<file path="config.mk">
export PLATFORM = sky130hd
export DESIGN_NAME = pe_cascade
export DESIGN_NICKNAME = d
export VERILOG_FILES = /design/src/rtl/pe_pkg.sv /design/src/rtl/pe_prio_find.sv /design/src/rtl/pe_slice.sv /design/src/rtl/pe_cascade.sv
export SDC_FILE = /design/constraint.sdc
export NUM_CORES = 1
export LEC_CHECK = 0
export ABC_AREA = 1
export BUFFER_PORTS_ARGS = -buffer_cell sky130_fd_sc_hd__clkbuf_2
export CAP_MARGIN = 20
export CORE_AREA = 2 2 39 41
export DETAILED_ROUTE_END_ITERATION = 8
export DIE_AREA = 0 0 41 43
export PLACE_DENSITY_LB_ADDON = 0.25
export SYNTH_ARGS = -nofsm -noshare
export SYNTH_HDL_FRONTEND = slang
export SYNTH_SLANG_ARGS = --single-unit
</file>
<file path="constraint.sdc">
create_clock -name vclk -period 1.3
set_clock_uncertainty 0.1 [all_clocks]
set_input_delay 0.065 -clock vclk [all_inputs]
set_output_delay 0.065 -clock vclk [all_outputs]
set_load 0.005 [all_outputs]
</file>
<file path="src/rtl/pe_pkg.sv">
// Package: shared widths for the priority encoder slices.
// Assumes a slice width of eight request lines with a three-bit index.
package pe_pkg;
    localparam int LANES = 8;
    localparam int IDX_W = $clog2(LANES);
endpackage

</file>
<file path="src/rtl/pe_prio_find.sv">
// Module: pe_prio_find
// Finds the highest-numbered set bit of an active-high vector.
// Assumes PW is wide enough to hold W-1. When no bit is set, pos is zero.
module pe_prio_find #(
    parameter int W  = 8,
    parameter int PW = 3
) (
    input  logic [W-1:0]  act,
    output logic          found,
    output logic [PW-1:0] pos
);
    // Purpose: scan upward so that the last active bit seen wins.
    always_comb begin
        found = 1'b0;
        pos   = '0;
        for (int i = 0; i < W; i++) begin
            if (act[i]) begin
                found = 1'b1;
                pos   = PW'(i);
            end
        end
    end

    // Purpose: the reported bit is set and no bit above it is set.
    always_comb begin

        win_is_top_chk: assert (!found || ((act >> pos) == W'(1)))
            else $error("priority find picked a bit that is not the highest");
    end
endmodule

</file>
<file path="src/rtl/pe_slice.sv">
// Module: pe_slice
// Eight-line active-low priority encoder slice with an enable input and output.
// Assumes the enable input comes from the top or from the slice above it in the chain.
module pe_slice
    import pe_pkg::*;
(
    input  logic             en_n,
    input  logic [LANES-1:0] req_n,
    output logic [IDX_W-1:0] idx_n,
    output logic             grp_n,
    output logic             en_out_n
);
    logic             any_req;
    logic [IDX_W-1:0] win_pos;

    pe_prio_find #(.W(LANES), .PW(IDX_W)) u_find (
        .act   (~req_n),
        .found (any_req),
        .pos   (win_pos)
    );

    // Purpose: force every output high when disabled, otherwise encode the winning line.
    always_comb begin
        if (en_n) begin
            idx_n    = '1;
            grp_n    = 1'b1;
            en_out_n = 1'b1;
        end else begin
            idx_n    = any_req ? ~win_pos : '1;
            grp_n    = ~any_req;
            en_out_n = any_req;
        end
    end

    // Purpose: check the slice outputs against its inputs.
    always_comb begin

        slice_off_high_chk: assert (!en_n || (idx_n == '1 && grp_n && en_out_n))
            else $error("disabled slice drives a low output");

        slice_grp_chk: assert (en_n || (grp_n == (&req_n)))
            else $error("group output disagrees with requests");

        slice_eo_chk: assert (en_n || (en_out_n == !(&req_n)))
            else $error("enable output disagrees with requests");

        slice_idx_line_chk: assert (grp_n || !req_n[~idx_n])
            else $error("index points at an inactive line");
    end
endmodule

</file>
<file path="src/rtl/pe_cascade.sv">
// Module: pe_cascade
// Wide active-low priority encoder made of NUM_SLICES chained eight-line slices.
// Assumes slice s holds request bits 8s+7..8s and a higher slice wins.
module pe_cascade
    import pe_pkg::*;
#(
    parameter int NUM_SLICES = 2,
    localparam int SEL_W = (NUM_SLICES > 1) ? $clog2(NUM_SLICES) : 1,
    localparam int OUT_W = IDX_W + SEL_W,
    localparam int REQ_W = LANES * NUM_SLICES
) (
    input  logic             en_n,
    input  logic [REQ_W-1:0] req_n,
    output logic [OUT_W-1:0] idx_n,
    output logic             grp_n,
    output logic             en_out_n
);
    logic [NUM_SLICES-1:0] chain_in_n;
    logic [NUM_SLICES-1:0] chain_out_n;
    logic [NUM_SLICES-1:0] sl_grp_n;
    logic [IDX_W-1:0]      sl_idx_n [NUM_SLICES];
    logic                  sl_found;
    logic [SEL_W-1:0]      sl_pos;
    logic [IDX_W-1:0]      low_idx_n;

    // Top enable feeds the highest slice, each slice feeds the one below it.
    assign chain_in_n[NUM_SLICES-1] = en_n;

    for (genvar s = 0; s < NUM_SLICES; s++) begin : g_slice
        if (s < NUM_SLICES - 1) begin : g_link
            assign chain_in_n[s] = chain_out_n[s+1];
        end
        pe_slice u_slice (
            .en_n     (chain_in_n[s]),
            .req_n    (req_n[s*LANES +: LANES]),
            .idx_n    (sl_idx_n[s]),
            .grp_n    (sl_grp_n[s]),
            .en_out_n (chain_out_n[s])
        );
    end

    pe_prio_find #(.W(NUM_SLICES), .PW(SEL_W)) u_sel (
        .act   (~sl_grp_n),
        .found (sl_found),
        .pos   (sl_pos)
    );

    // Purpose: merge the slice indices; inactive slices contribute all ones.
    always_comb begin
        low_idx_n = '1;
        for (int s = 0; s < NUM_SLICES; s++) begin
            low_idx_n = low_idx_n & sl_idx_n[s];
        end
    end

    // Purpose: assemble the wide index and the overall flags.
    always_comb begin
        idx_n    = {(sl_found ? ~sl_pos : {SEL_W{1'b1}}), low_idx_n};
        grp_n    = &sl_grp_n;
        en_out_n = chain_out_n[0];
    end

    // Purpose: check the chain and the top outputs.
    always_comb begin

        one_slice_active_chk: assert ($countones(~sl_grp_n) <= 1)
            else $error("more than one slice reports a request");

        top_off_high_chk: assert (!en_n || (idx_n == '1 && grp_n && en_out_n))
            else $error("disabled encoder drives a low output");

        top_flags_excl_chk: assert (en_n || (grp_n != en_out_n))
            else $error("group and enable outputs both high or both low");

        top_idx_line_chk: assert (grp_n || !req_n[~idx_n])
            else $error("wide index points at an inactive line");
    end
endmodule

</file>
# After elaboration in Yosys (flattened, before gate mapping)
# Cells that the tools add are included.
# word_totals
output_inout_bits	6
register_bits	0
wordCells	52
# op_classes
muxes	42
n_bitwise	9
n_reduce_logical	1
# ops
operator	n
3-bit 2-to-1 mux	16
1-bit 2-to-1 mux	26
8-bit NOT	2
3-bit NOT	2
3-bit bitwise AND	1
1-bit NOT	3
2-bit NOT	1
2-bit AND reduction	1

# Longest topological paths before layout
# Gate-level depths: netlist of the first run.
# depth
word_depth	15
mapped_depth	10
depth_no_buf	10

# Hierarchy
# From an unflattened synthesis of the first run, not the netlist that was laid out.
# hier_totals
cells_unflattened	85
area_unflattened_um2	335.3
# by_module_without_submodules
mod	cells_each	area_each_um2	n_inst
pe_prio_find at g_slice[0].u_slice.u_find ...	20	77.6	2
pe_slice	15	60.1	2
pe_cascade	11	41.3	1
pe_prio_find at u_sel	4	18.8	1

# Worst setup path after synthesis of the first run
# No wires, ideal clock.
# synth_timing
path_type	input-to-output
from	in req_n[8]
to	out idx_n[0]
path_slack_ps	505
arrival_ps	630
path_stages	7
path_buffers	0
path_cell_list	nand2_1 -> nor2_8 -> nand3_2 -> nor2_2 -> nand2_1 -> nand2_1 -> inv_1
# synth_between
elab_chain_len	12
elab_cells_between_ends	14
classes_between	mux: 12; bitwise: 2
# synth_rtl
item	line	rtl
start, declared	pe_cascade.sv:13	input logic [REQ_W-1:0] req_n,
8-bit NOT (*)	pe_slice.sv:17	.act (~req_n),
1-bit 2-to-1 mux (*) (8 in series)	pe_prio_find.sv:17	if (act[i]) begin
1-bit 2-to-1 mux / 3-bit 2-to-1 mux (equally long branches)	pe_slice.sv:24, pe_slice.sv:29	
3-bit 2-to-1 mux	pe_slice.sv:24	if (en_n) begin
3-bit bitwise AND (*)	pe_cascade.sv:52	low_idx_n = low_idx_n & sl_idx_n[s];
end, declared	pe_cascade.sv:14	output logic [OUT_W-1:0] idx_n,
# Mark *: on every way between the ends. The rest lies on a longest branch, timed or not.

# Worst setup path after layout of the first run
# layout_timing
from	in req_n[13]
to	out idx_n[0]
# layout_between
elab_chain_len	8
elab_cells_between_ends	13
classes_between	mux: 10; bitwise: 3
# layout_rtl
item	line	rtl
8-bit NOT (*)	pe_slice.sv:17	
3-bit 2-to-1 mux (3 in series)	pe_prio_find.sv:17	
3-bit NOT	pe_slice.sv:29	idx_n = any_req ? ~win_pos : '1;
3-bit 2-to-1 mux	pe_slice.sv:29	
3-bit 2-to-1 mux	pe_slice.sv:24	
3-bit bitwise AND (*)	pe_cascade.sv:52	
# Marked as above.

==> results of run 1 <==
-- path summary, 6_finish.rpt --
check	depth (start not counted)	slack, ps	start	end
worst min-delay path	4	350	en_n	idx_n[1]
worst max-delay path	9	270	req_n[13]	idx_n[0]
-- Yosys cell counts --
cell type	number
sky130_fd_sc_hd__nor2_4	1
sky130_fd_sc_hd__nand4_1	3
sky130_fd_sc_hd__nor2_1	2
sky130_fd_sc_hd__nand2_2	3
sky130_fd_sc_hd__nand2_1	22
sky130_fd_sc_hd__nand3_1	2
sky130_fd_sc_hd__nor2_8	1
sky130_fd_sc_hd__inv_1	4
sky130_fd_sc_hd__a21oi_1	2
sky130_fd_sc_hd__nand3_2	1
sky130_fd_sc_hd__a31oi_1	1
sky130_fd_sc_hd__nor2_2	1
-- layout make-up --
class                      count  share of cell area [%]
inverter                       4                    4.27
tap                           16                    5.69
multi-input combinational     39                    57.3
timing repair buffer          23                    32.7
-- cell families after synthesis --
family                 synth area share [%]
AOI/OAI and AO/OA                      7.52
buffers and inverters                  6.93
and+or+nand+nor                        85.6
-- power groups by stage --
stage	Clock, mW	Sequential [mW]	Combinational, mW
6_report	0	0	0.0865
5_1_grt	0	0	0.0984
4_1_cts	0	0	0.0885
3_5_place_dp	0	0	0.0882
3_3_place_gp	0	0	0.0876
2_1_floorplan	0	0	0.0400
-- layer usage --
| layer | vias up | routed length [um] | GRT usage (%) |
|---|---|---|---|
| met5 | - | 0 | 0 |
| met4 | 0 | 0 | 0 |
| met3 | 0 | 69 | 0.524 |
| met2 | 15 | 275 | 11.9 |
| met1 | 140 | 257 | 6.65 |
| li1 | 186 | - | - |
-- per-stage QoR --
stage | worst slack [ps] | util (%) | hold slack [ps]
after floorplan | 505 | - | 154
after global placement | 278 | 25.4 | 366
after detailed placement | 251 | 25.4 | 359
after CTS | 248 | 25.4 | 359
after global routing | 177 | 25.4 | 406
final | 267 | 25.4 | 353
==> out/summary.log, run 1 <==
qor: floorplan.design.portCount 23
qor: power_and_ir_drop.totalPowerFinal 0.0865 mW
qor: routing.postRouteWirelength 601 um
qor: routing.antenna_left 0
qor: timing.unrepaired_setup_endpoints_after_global_routing false
qor: timing.slew_limit_fails 0
qor: global_routing.first_global_vias 241
qor: cells_and_area.n_fill_cell 166
qor: floorplan.floorplan.rows 14
qor: synth.cell_variety_after_synth 12
qor: place.dpl.cell_count 82
qor: synth.postSynthCellCount 43
qor: cells_and_area.sequential_cell_total 0
qor: cells_and_area.most-common-layout-cells sky130_fd_sc_hd__clkbuf_2 (23), sky130_fd_sc_hd__nand2_1 (22), sky130_fd_sc_hd__inv_1 (4)
qor: timing.slew_headroom 88.2%
qor: critical_path.worstPathMaxFanout 4
qor: place.postPlaceCellArea 352 um^2
qor: synth.post_synth_main_area_contributors sky130_fd_sc_hd__nand2_1 (38%), sky130_fd_sc_hd__nor2_8 (9.2%), sky130_fd_sc_hd__nand2_2 (8.7%)
qor: synth.synth_nets 60
qor: timing.period_share 79.5%
qor: routing.drt_iter0_markers 7
qor: cells_and_area.area_growth_syn_to_layout 62.4%
qor: power_and_ir_drop.comb_power_share 100.0%
qor: cells_and_area.final_layout_size_suffix_gt1_share 45.5%
qor: status.outcome completed
qor: routing.vias 341
qor: critical_path.critPathKind input port to output port
qor: power_and_ir_drop.p_sw_share 53.3%
qor: critical_path.end_kind output port
qor: floorplan.die_width 41 um
qor: global_routing.maximum_number_of_pins_on_one_net_before_global_route_repair 7
qor: global_routing.global_route_wire_length_before_repair 800 um
qor: timing.hold_violations 0
qor: cells_and_area.layout.cell_area.non_filler 352 um^2
qor: critical_path.cp_data_arrival_time 870 ps
qor: cells_and_area.n_antenna_cell 0
qor: routing.vias_per_cell 4.16
qor: cells_and_area.multi_input_comb_area 201 um^2
qor: critical_path.worstPathRequired 1130 ps
qor: synth.yosysTopAreaCellShare 38.2%
qor: floorplan.fp.dieArea 0.00176 mm^2
qor: floorplan.floorplan.die.height 43 um
qor: synth.synthesis.area_per_instance 5.03 um^2
qor: power_and_ir_drop.power_density_of_the_placed_cells 246 mW/mm^2
qor: global_routing.globalRouteTotalUtil 5.99%
qor: critical_path.cp_cell_sequence clkbuf_2 -> nand2_2 -> nor2_4 -> nand3_2 -> nor2_2 -> nand2_1 -> nand2_1 -> inv_1 -> clkbuf_2
qor: synth.post_synth_instance_area 216 um^2
qor: global_routing.antenna_found_initial 0
qor: critical_path.crit_path_largest_cell_delay 150 ps
qor: routing.detail_route.drc_violations 0
qor: synth.synth-warning-count 0
qor: cells_and_area.layout_commonest_cell sky130_fd_sc_hd__clkbuf_2
qor: power_and_ir_drop.share_seq_of_total_power 0%
qor: critical_path.critical_path_buf_inv_count 3
qor: global_routing.grt_remaining_overflow 0
qor: timing.worstMarginPinSlew 176 ps
qor: cells_and_area.finish.cell_count_without_fillers 82
qor: synth.synth_sequential_area_ratio 0%
qor: cells_and_area.nClkBuffers 0
qor: timing.timing.final.crit_period 1030 ps
qor: power_and_ir_drop.internal-power 0.0404 mW
qor: floorplan.fp.coreArea 0.00138 mm^2
qor: power_and_ir_drop.p_leak 0.211 nW
qor: place.detailed_place_hpwl 582 um
qor: timing.max_frequency 968 MHz
qor: power_and_ir_drop.share_clk_of_total_power 0%
qor: timing.setup_total_negative_slack 0 ps
qor: clocking.cts.repair.resized 0
qor: routing.dr.pass1.iters 4
qor: cells_and_area.final_net_count 85
qor: run.max_cap_violations 0
qor: power_and_ir_drop.vdd.ir_drop.worst 0.0000529 V
qor: critical_path.crit_path_top_delay_cell sky130_fd_sc_hd__nor2_2
qor: place.routabilityCongestion 0.594
qor: hold_path.hp-class input port to output port
qor: clocking.holdBufCountCts 0
qor: place.io_buffer_count 23
qor: routing.avgRoutedWirePerCell 7.33 um
qor: critical_path.crit_path_start_kind input port
qor: floorplan.floorplan.initialDensity 15.6%
qor: critical_path.cp_top_family simple AND/OR/NAND/NOR gates
qor: power_and_ir_drop.power_spent_charging_and_discharging_nets 0.0461 mW
qor: timing.count_of_endpoints_failing_setup_in_the_final_report 0
qor: cells_and_area.regArea 0 um^2
qor: clocking.post_cts_buffers 0
qor: synth.synth.largest_area_cell sky130_fd_sc_hd__nand2_1
Note: power is estimated with default switching activity, not from simulation.
==> run 2, diff against run 1 <==
clock period = 1 ns   (was 1.3 ns; I/O delays follow)
==> run 2 against run 1 <==
Non-clock buffer count is 4 higher. Core utilization is 6.3 points higher. First-iteration DRC count fell by 100%. Clock-buffer cell count is the same. Power up 65%. Combinational power is 64% higher. Flip-flop and latch count did not move. Wire length increased by 10%. Global-route usage increased by 0.50 points. Critical path depth is 3 lower. Worst setup slack got worse by 200 ps. Critical endpoint is now idx_n[1]. Largest power group unchanged. Highest routed layer unchanged.
==> out/summary.log, run 2 (synthesis results as in run 1) <==
qor: power_and_ir_drop.internal-power 0.0724 mW [was 0.0404 mW]
qor: timing.unrepaired_setup_endpoints_after_global_routing false [unchanged]
qor: floorplan.floorplan.rows 14 [unchanged]
qor: critical_path.critical_path_depth_in_cells 6 [was 9]
qor: clocking.holdBufCountCts 0 [unchanged]
qor: place.io_buffer_count 23 [unchanged]
qor: cells_and_area.finish.cell_count_without_fillers 86 [was 82]
qor: power_and_ir_drop.share_clk_of_total_power 0% [about the same]
qor: power_and_ir_drop.vdd.ir_drop.worst 0.0000875 V [was 0.0000529 V]
qor: routing.avgRoutedWirePerCell 7.72 um [was 7.33 um]
qor: power_and_ir_drop.totalPowerFinal 0.142 mW [was 0.0865 mW]
qor: critical_path.cp_top_family simple AND/OR/NAND/NOR gates [unchanged]
qor: timing.final_worst_setup_slack 62.3 ps [was 267 ps]
qor: floorplan.floorplan.initialDensity 15.6% [unchanged]
qor: global_routing.grt_remaining_overflow 0 [unchanged]
qor: power_and_ir_drop.p_sw_share 49.2% [was 53.3%]
qor: power_and_ir_drop.p_leak 0.248 nW [was 0.211 nW]
qor: timing.timing.final.crit_period 938 ps
qor: floorplan.fp.dieArea 0.00176 mm^2 [unchanged]
qor: global_routing.maximum_number_of_pins_on_one_net_before_global_route_repair 6 [was 7]
qor: critical_path.critPathKind input port to output port [unchanged]
qor: floorplan.die_width 41 um [unchanged]
qor: run.max_cap_violations 0 [unchanged]
qor: power_and_ir_drop.share_seq_of_total_power 0% [about the same]
qor: timing.count_of_endpoints_failing_setup_in_the_final_report 0 [unchanged]
qor: routing.vias 353 [was 341]
qor: critical_path.end_kind output port [unchanged]
qor: floorplan.design.portCount 23 [unchanged]
qor: cells_and_area.layout_commonest_cell sky130_fd_sc_hd__nand2_1 [was sky130_fd_sc_hd__clkbuf_2]
qor: timing.setup_total_negative_slack 0 ps [unchanged]
qor: critical_path.crit_path_top_delay_cell sky130_fd_sc_hd__nor2_2 [unchanged]
qor: cells_and_area.final_layout_size_suffix_gt1_share 55.7% [was 45.5%]
qor: cells_and_area.sequential_cell_total 0 [unchanged]
qor: routing.dr.pass1.iters 1 [was 4]
qor: cells_and_area.final_net_count 89 [was 85]
qor: cells_and_area.area_growth_syn_to_layout 103% [was 62.4%]
qor: hold_path.hold_depth 4 [unchanged]
qor: place.detailed_place_hpwl 582 um [unchanged]
qor: global_routing.antenna_found_initial 0 [unchanged]
qor: global_routing.first_global_vias 269 [was 241]
qor: global_routing.global_route_wire_length_before_repair 876 um [was 800 um]
qor: place.routabilityCongestion 0.583 [was 0.594]
qor: cells_and_area.nClkBuffers 0 [unchanged]
qor: cells_and_area.most-common-layout-cells sky130_fd_sc_hd__nand2_1 (19), sky130_fd_sc_hd__clkbuf_2 (17), sky130_fd_sc_hd__nand2_2 (4), sky130_fd_sc_hd__buf_6 (4), sky130_fd_sc_hd__buf_4 (4) [was sky130_fd_sc_hd__clkbuf_2 (23), sky130_fd_sc_hd__nand2_1 (22), sky130_fd_sc_hd__inv_1 (4)]
qor: timing.period_share 93.8%
qor: place.post-place-ws -19.6 ps [was 251 ps]
qor: routing.antenna_left 0 [unchanged]
qor: timing.max_frequency 1070 MHz
qor: critical_path.worstPathRequired 850 ps [was 1130 ps]
qor: critical_path.critical_path_buf_inv_count 2 [was 3]
qor: critical_path.crit_path_largest_cell_delay 180 ps [was 150 ps]
qor: routing.detail_route.drc_violations 0 [unchanged]
qor: floorplan.fp.coreArea 0.00138 mm^2 [unchanged]
qor: routing.vias_per_cell 4.10 [was 4.16]
qor: hold_path.hp-class input port to output port [unchanged]
qor: cells_and_area.n_antenna_cell 0 [unchanged]
qor: timing.hold_violations 0 [unchanged]
qor: timing.slew_limit_fails 0 [unchanged]
qor: status.outcome completed [unchanged]
qor: timing.worstMarginPinSlew 164 ps [was 176 ps]
qor: timing.slew_headroom 89.1% [was 88.2%]
qor: global_routing.globalRouteTotalUtil 6.49% [was 5.99%]
qor: critical_path.worstPathMaxFanout 3 [was 4]
qor: critical_path.cp_cell_sequence buf_2 -> nand4_1 -> nor2_2 -> nor2_4 -> a21oi_1 -> clkbuf_2 [was clkbuf_2 -> nand2_2 -> nor2_4 -> nand3_2 -> nor2_2 -> nand2_1 -> nand2_1 -> inv_1 -> clkbuf_2]
qor: place.dpl.cell_count 84 [was 82]
qor: critical_path.crit_path_start_kind input port [unchanged]
qor: routing.postRouteWirelength 664 um [was 601 um]
qor: cells_and_area.regArea 0 um^2 [unchanged]
qor: power_and_ir_drop.comb_power_share 100.0% [about the same]
qor: power_and_ir_drop.power_spent_charging_and_discharging_nets 0.0700 mW [was 0.0461 mW]
qor: floorplan.floorplan.die.height 43 um [unchanged]
qor: power_and_ir_drop.power_density_of_the_placed_cells 324 mW/mm^2 [was 246 mW/mm^2]
qor: routing.drt_iter0_markers 0 [was 7]
qor: critical_path.cp_data_arrival_time 790 ps [was 870 ps]
==> run 2: changes by cell type in the layout (fill, tap and decap cells not counted), moves of 2 or more <==
cell / delta
sky130_fd_sc_hd__buf_4: +4
sky130_fd_sc_hd__buf_2: +2
sky130_fd_sc_hd__nand2_4: +2
sky130_fd_sc_hd__nand2_1: -3
sky130_fd_sc_hd__clkbuf_2: -6
sky130_fd_sc_hd__buf_6: +4
==> run 2: worst paths after layout <==
path,start,to,slack [ps]
hold / removal,req_n[7],idx_n[1],330
setup / recovery,req_n[6],idx_n[1],60
==> run 2: timing repair <==
item / 4_1_cts / 5_1_grt
endpoints found under the hold margin: 0 / 0
setup endpoints to repair: 1 / 3
gates cloned: 0 / 0
gates resized for setup: 2 / 18
pin swaps: 1 / 10
setup buffers: 0 / 2
==> run 2: power by group through the flow <==
stage          Combinational [mW]  Clock [mW]  Sequential (mW)
6_report                    0.142           0                0
2_1_floorplan              0.0520           0                0
4_1_cts                     0.122           0                0
3_5_place_dp                0.121           0                0
3_3_place_gp                0.120           0                0
5_1_grt                     0.161           0                0
==> run 2: per-layer routing <==
metal	up-vias	global-route usage (%)	routed length, um
met1	143	7.28	280
met4	0	0	0
met5	-	0	0
met3	0	0.524	67
li1	195	-	-
met2	15	12.8	316
==> run 2: metrics by stage <==
| stage | hold slack (ps) | area (um^2) | util, % |
|---|---|---|---|
| floorplan | 124 | 216 | - |
| detailed placement | 341 | 367 | 26.5 |
| global placement | 344 | 367 | 26.5 |
| finish | 327 | 439 | 31.7 |
| CTS | 341 | 374 | 27.0 |
| global route | 355 | 439 | 31.7 |
==> run 2: final cells by class <==
| class | count | area, um^2 |
|---|---|---|
| Timing Repair Buffer | 27 | 170 |
| Multi-Input combinational cell | 39 | 234 |
| Inverter | 4 | 15.0 |
| Tap cell | 16 | 20.0 |
| Fill cell | 173 | 945 |
==> run 2: tightest hold or removal path: cells and delay by family <==
family / cells / cell delay (ps)
buf+inv: 2 / 190
simple gates: 1 / 70
compound gates: 1 / 60
